### src/rtl/bgc_pkg.sv
package bgc_pkg;

  typedef logic [2:0] rate_t;

  typedef struct packed {
    logic  ok;
    rate_t idx;
  } rate_dec_t;

  localparam logic [7:0] COMMIT_BYTE = 8'h11;
  localparam logic [2:0] SW_SELECT   = 3'b111;

  // Multiple of the fastest bit period for each rate index.
  function automatic int unsigned rate_mult(rate_t r);
    case (r)
      3'd0:    rate_mult = 12;
      3'd1:    rate_mult = 6;
      3'd2:    rate_mult = 3;
      3'd3:    rate_mult = 2;
      3'd4:    rate_mult = 1;
      default: rate_mult = 12;
    endcase
  endfunction

  // Software rate byte to index; ok is low for every other byte.
  function automatic rate_dec_t decode_rate_byte(logic [7:0] b);
    rate_dec_t d;
    d.ok = 1'b1;
    case (b)
      8'h87:   d.idx = 3'd0;
      8'h8B:   d.idx = 3'd1;
      8'h85:   d.idx = 3'd2;
      8'h83:   d.idx = 3'd3;
      8'h81:   d.idx = 3'd4;
      default: begin d.ok = 1'b0; d.idx = 3'd0; end
    endcase
    return d;
  endfunction

  // Pin select to index; unused codes fall back to the slowest rate.
  function automatic rate_t pin_rate(logic [2:0] s);
    return (s <= 3'd4) ? s : 3'd0;
  endfunction

endpackage

### src/rtl/bgc_sw_ctrl.sv
module bgc_sw_ctrl
  import bgc_pkg::*;
(
  input  logic       clk_i,
  input  logic       rst_ni,
  input  logic       sw_mode_i,
  input  logic       cmd_mode_i,
  input  logic       rx_valid_i,
  input  logic [7:0] rx_data_i,
  input  logic       echo_done_i,
  output rate_t      sw_rate_o,
  output logic       echo_o,
  output logic       commit_o
);

  rate_t     sw_rate_q, pend_q;
  logic      armed_q, echo_q;
  rate_dec_t dec;
  logic      cmd_byte;

  assign dec      = decode_rate_byte(rx_data_i);
  assign cmd_byte = rx_valid_i && cmd_mode_i;
  assign commit_o = sw_mode_i && echo_done_i && armed_q;

  always_ff @(posedge clk_i) begin
    if (!rst_ni) begin
      sw_rate_q <= '0;
      pend_q    <= '0;
      armed_q   <= 1'b0;
      echo_q    <= 1'b0;
    end else begin
      echo_q <= cmd_byte;
      if (!sw_mode_i) begin
        sw_rate_q <= '0;
        pend_q    <= '0;
        armed_q   <= 1'b0;
      end else begin
        if (commit_o) begin
          sw_rate_q <= pend_q;
          armed_q   <= 1'b0;
        end
        if (cmd_byte) begin
          if (dec.ok) pend_q <= dec.idx;
          if (rx_data_i == COMMIT_BYTE) armed_q <= 1'b1;
        end
      end
    end
  end

  assign sw_rate_o = sw_rate_q;
  assign echo_o    = echo_q;

  // an echo request always traces back to a command-mode byte
  p_echo_cause_r6: assert property (@(posedge clk_i) disable iff (!rst_ni)
    echo_q |-> $past(rx_valid_i && cmd_mode_i));

  // the pending rate moves only on a valid rate byte in command mode
  p_pending_kept_r7: assert property (@(posedge clk_i) disable iff (!rst_ni)
    (sw_mode_i && $past(sw_mode_i) && pend_q != $past(pend_q))
      |-> $past(rx_valid_i && cmd_mode_i && dec.ok));

  // the active software rate moves only on an armed echo-complete strobe
  p_commit_gated_r8: assert property (@(posedge clk_i) disable iff (!rst_ni)
    (sw_mode_i && $past(sw_mode_i) && sw_rate_q != $past(sw_rate_q))
      |-> $past(echo_done_i && armed_q));

endmodule

### src/rtl/bgc_tick_gen.sv
module bgc_tick_gen
  import bgc_pkg::*;
#(
  parameter int unsigned BASE_DIV      = 64,
  parameter int unsigned TICKS_PER_BIT = 16
) (
  input  logic  clk_i,
  input  logic  rst_ni,
  input  rate_t rate_i,
  output logic  tick_o,
  output rate_t rate_o
);

  localparam int unsigned MAX_PER = BASE_DIV * 12 / TICKS_PER_BIT;
  localparam int unsigned CW      = $clog2(MAX_PER + 1);

  function automatic logic [CW-1:0] reload_of(rate_t r);
    return CW'(BASE_DIV * rate_mult(r) / TICKS_PER_BIT - 1);
  endfunction

  logic [CW-1:0] cnt_q;
  rate_t         rate_q;
  logic          tick_q;
  logic          rate_chg;

  assign rate_chg = (rate_i != rate_q);

  always_ff @(posedge clk_i) begin
    if (!rst_ni) begin
      cnt_q  <= reload_of(3'd0);
      rate_q <= 3'd0;
      tick_q <= 1'b0;
    end else begin
      tick_q <= 1'b0;
      if (rate_chg) begin
        rate_q <= rate_i;
        cnt_q  <= reload_of(rate_i);
      end else if (cnt_q == '0) begin
        cnt_q  <= reload_of(rate_q);
        tick_q <= 1'b1;
      end else begin
        cnt_q <= cnt_q - 1'b1;
      end
    end
  end

  assign tick_o = tick_q;
  assign rate_o = rate_q;

  // Checker state: cycles since the last tick, and whether the rate moved.
  logic [CW:0] gap_q;
  logic        chg_seen_q;
  always_ff @(posedge clk_i) begin
    if (!rst_ni) begin
      gap_q      <= '0;
      chg_seen_q <= 1'b1;
    end else begin
      gap_q <= tick_q ? (CW+1)'(1) : gap_q + 1'b1;
      if (rate_chg)    chg_seen_q <= 1'b1;
      else if (tick_q) chg_seen_q <= 1'b0;
    end
  end

  // ticks last one cycle
  p_tick_single_r11: assert property (@(posedge clk_i) disable iff (!rst_ni)
    tick_q |=> !tick_q);

  // steady-rate tick spacing equals the rate's period
  p_tick_spacing_r11: assert property (@(posedge clk_i) disable iff (!rst_ni)
    (tick_q && !chg_seen_q)
      |-> gap_q == (CW+1)'(BASE_DIV * rate_mult(rate_q) / TICKS_PER_BIT));

  // the active index never leaves the five defined rates
  p_rate_range_r2: assert property (@(posedge clk_i) disable iff (!rst_ni)
    rate_q <= 3'd4);

endmodule

### src/rtl/baud_cmd_gen.sv
module baud_cmd_gen
  import bgc_pkg::*;
#(
  parameter int unsigned BASE_DIV      = 64,
  parameter int unsigned TICKS_PER_BIT = 16
) (
  input  logic       clk_i,
  input  logic       rst_ni,
  input  logic [2:0] sel_i,
  input  logic       mode_i,
  input  logic       rx_valid_i,
  input  logic [7:0] rx_data_i,
  input  logic       echo_done_i,
  output logic       tick_o,
  output logic       echo_req_o,
  output logic [2:0] rate_o,
  output logic       codec_en_o
);

  logic  sw_mode, cmd_mode, commit;
  rate_t sw_rate, rate_eff;

  assign sw_mode    = (sel_i == SW_SELECT);
  assign cmd_mode   = sw_mode && !mode_i;
  assign codec_en_o = !cmd_mode;
  assign rate_eff   = sw_mode ? sw_rate : pin_rate(sel_i);

  bgc_sw_ctrl u_sw (
    .clk_i       (clk_i),
    .rst_ni      (rst_ni),
    .sw_mode_i   (sw_mode),
    .cmd_mode_i  (cmd_mode),
    .rx_valid_i  (rx_valid_i),
    .rx_data_i   (rx_data_i),
    .echo_done_i (echo_done_i),
    .sw_rate_o   (sw_rate),
    .echo_o      (echo_req_o),
    .commit_o    (commit)
  );

  bgc_tick_gen #(
    .BASE_DIV      (BASE_DIV),
    .TICKS_PER_BIT (TICKS_PER_BIT)
  ) u_tick (
    .clk_i  (clk_i),
    .rst_ni (rst_ni),
    .rate_i (rate_eff),
    .tick_o (tick_o),
    .rate_o (rate_o)
  );

  // a stable pin select is reflected one edge later
  p_pin_override_r10: assert property (@(posedge clk_i) disable iff (!rst_ni)
    ($past(rst_ni) && !sw_mode && $past(sel_i) == sel_i)
      |-> rate_o == pin_rate(sel_i));

  // a commit pulse only happens in software selection
  p_commit_sw_r8: assert property (@(posedge clk_i) disable iff (!rst_ni)
    commit |-> sw_mode);

endmodule

### config.mk
export PLATFORM = sky130hd
export DESIGN_NAME = baud_cmd_gen
export DESIGN_NICKNAME = d
export VERILOG_FILES = /design/src/rtl/bgc_pkg.sv /design/src/rtl/bgc_sw_ctrl.sv /design/src/rtl/bgc_tick_gen.sv /design/src/rtl/baud_cmd_gen.sv
export SDC_FILE = /design/constraint.sdc
export NUM_CORES = 1
export LEC_CHECK = 0
export ABC_CLOCK_PERIOD_IN_PS = 1800
export BUFFER_PORTS_ARGS = -buffer_cell sky130_fd_sc_hd__clkbuf_2
export CAP_MARGIN = 25
export CORE_MARGIN = 2
export CORE_UTILIZATION = 45
export DETAILED_ROUTE_END_ITERATION = 7
export PLACE_DENSITY_LB_ADDON = 0.2
export SLEW_MARGIN = 15
export SYNTH_ARGS = -nofsm -noshare
export SYNTH_HDL_FRONTEND = slang
export SYNTH_SLANG_ARGS = --single-unit
### constraint.sdc
create_clock -name clk_i -period 1.8 [get_ports clk_i]
set_input_delay 0.18 -clock clk_i [delete_from_list [all_inputs] [get_ports clk_i]]
set_output_delay 0.18 -clock clk_i [all_outputs]
set_load 0.01 [all_outputs]
==> results.cfg <==
[global_routing]
grt_max_degree = 14
grt_pass1_wl_mm = 4.15
globalRouteTotalUtil_pct = 16.6
overflow = 0
antenna_found_initial = 0
grt_pass1_vias = 990

[status]
status = finished clean

[yosys]
async_reset_ff_share_pct = 0
yosysTopAreaCellShare_pct = 29.9
synth_top_cells_by_area = dfxtp_1 (30%), ha_1 (4.2%), nand2b_1 (4.2%), nand2_1 (4.0%), nand3_1 (3.3%)
yosysUniqueCellTypes = 48
ys_ff_latch = 18
synthCells = 139
yosysTopAreaCell = dfxtp_1
yosys_warnings = 0
syn-num-nets = 159
synthTopCellsByCount = dfxtp_1 (18), nand2_1 (13), nand2b_1 (8), nand3_1 (8), a21oi_1 (7)
synth_edf_count = 0
yosys.cell_count.top_type = dfxtp_1
yosysSeqAreaShare_pct = 29.9
syn-cell-area_mm2 = 0.00120
synth_ff_type = dfxtp_1
syn_avg_cell_area_um2 = 8.67

[routing]
vias_per_cell = 5.74
ant_nets = 0
drt_wl_total_mm = 2.48
first_pass_iters = 6
drc = 0
drtIter0Drc = 44
vias = 1119
wire_per_inst_um = 12.7

[sta]
tns_ns = 0
worstMarginPinSlew_ns = 0.351
rsz0062_at_grt = false
finalCritPeriodShare_pct = 90.9
post-route-worst-setup-slack_ns = 0.164
finalSetupViolations = 0
final_max_slew_viol_count = 0
slew_headroom_pct = 76.5
skew_ns = 0.0120
fin_hold_ws_ns = 0.0505
period_needed_ns = 1.64
hold_violations = 0
clock.fmax_ghz = 0.611

[power_and_ir_drop]
pwr-share-seq_pct = 50.6
switching_share_pct = 27.6
vdd_ir_drop_max_v = 0.000385
power_mw = 0.851
p_sw_mw = 0.234
p_comb_share_pct = 19.1
power.density_mw_per_mm2 = 610
power.leakage_nw = 0.565
internal_power_mw = 0.616
power_frac_clock_pct = 30.3

[final_layout]
fin_util_pct = 55.8
nets = 186
area_growth_pct = 15.7
design_area_mm2 = 0.00139
antenna_cells = 0
final-instance-count-excl-fill = 195
drive_above_1_share_pct = 26.7

[cts]
cts_resized = 0
clock-sinks = 18
clk_latency_ns = 0.30
clk_path_buf_depth = 2
cts_tree = built
clock-root-buffer = clkbuf_4
hold_buffers = 0
htree_levels = 1
cts_buffers = 3
postCtsSetupBuffers = 0
path_clk_slew_ns = 0.12

[setup_path]
critPathKind = reg2reg
end_kind = flop
cp.arrival_ns = 1.87
cp-start-kind = flop
critPathRequiredTime_ns = 2.04
ff2ff_path_depth = 7
path_max_fanout = 7

[placed_design]
preCtsSetupSlack_ns = 0.148
dp_hpwl_mm = 1.98
postPlaceCellArea_mm2 = 0.00136
dp.cells = 191
port_buffers = 21
gp_congestion = 0.798

[floorplan]
io_pins = 22
rows = 18
core_mm2 = 0.00250
initial_core_util_pct = 48.2
die-area_mm2 = 0.00311
die_y_um = 55.7
die_w_um = 55.7

[run]
cap_violations = 0

[hold_path]
hp-class = in2reg
hold_depth = 2
## final timing paths
path | startpoint | endpoint | slack [ns]
worst max register to register | u_tick.rate_o[2] | u_tick.cnt_q[3] | 0.16
worst max-delay path | u_tick.rate_o[2] | u_tick.cnt_q[3] | 0.16
worst min-delay path | mode_i | u_sw.echo_o | 0.05
worst min register to register | u_tick.cnt_q[0] | u_tick.cnt_q[0] | 0.42
## cell usage in the layout, fill, tap and decap left out, drive strengths merged, types with 2 or more instances in the layout
| master | synthesis | routed |
|---|---|---|
| or3b | 2 | 2 |
| nor3b | 2 | 2 |
| xor2 | 3 | 3 |
| nor2 | 5 | 5 |
| a21oi | 8 | 8 |
| or2 | 5 | 5 |
| and3 | 2 | 2 |
| a21bo | 2 | 2 |
| a211o | 4 | 4 |
| xnor2 | 3 | 3 |
| clkbuf | 2 | 25 |
| dfxtp | 18 | 18 |
| nor3 | 2 | 2 |
| nand4 | 5 | 5 |
| nor4 | 2 | 2 |
| nand3b | 2 | 2 |
| o21ai | 4 | 4 |
| nand3 | 8 | 8 |
| nor2b | 5 | 5 |
| buf | 3 | 6 |
| a32oi | 2 | 2 |
| a31oi | 2 | 2 |
| a22oi | 2 | 2 |
| nand2 | 13 | 13 |
| ha | 4 | 4 |
| inv | 5 | 5 |
| a211oi | 2 | 2 |
| o211ai | 4 | 4 |
| nand2b | 8 | 8 |
## area by class of cell
type                            instances  area [µm²]
Fill cell                             224        1110
Sequential cell                        18         363
Multi-Input combinational cell        111         788
Inverter                                5        18.8
Clock buffer                            4        36.3
Tap cell                               30        37.5
Timing Repair Buffer                   27         150
## metal layers
| metal | up-vias | wire (µm) | global-route usage (%) |
|---|---|---|---|
| met5 | - | 0 | 0 |
| met4 | 0 | 27 | 5.23 |
| met3 | 4 | 114 | 2.79 |
| met2 | 29 | 1230 | 29.9 |
| met1 | 521 | 1110 | 19.9 |
| li1 | 565 | - | - |
## kinds of logic after synthesis
logic type | synth area share, %
AND/OR/NAND/NOR | 33.9
AO/OA/AOI/OAI | 23.1
flip-flops | 29.9
buffers and inverters | 4.67
XOR/XNOR | 4.36
adder cells (fa/ha/maj) | 4.15
## power groups by stage
stage	registers [mW]	logic (mW)	clock network, mW
floorplan	0.438	0.115	0
global placement	0.438	0.159	0
detailed placement	0.439	0.163	0
CTS	0.430	0.164	0.267
global route	0.433	0.184	0.280
finish	0.430	0.163	0.258
## state kept, by name (all words and copies together) (netlist names)
signal and flops:
u_sw.armed_q 1, u_sw.echo_o 1, u_sw.pend_q 3, u_sw.sw_rate_o 3
u_tick.cnt_q 6, u_tick.rate_o 3, u_tick.tick_o 1
## worst max-delay path, cell delays in order (launching register included)
cell      delay (ns)
dfxtp_2         0.37
nand2b_1        0.18
a21o_1          0.20
ha_1            0.29
a21oi_1         0.12
a21oi_1         0.07
a211o_1         0.28
o211ai_2        0.07
Power figures use the tool's default switching activity.
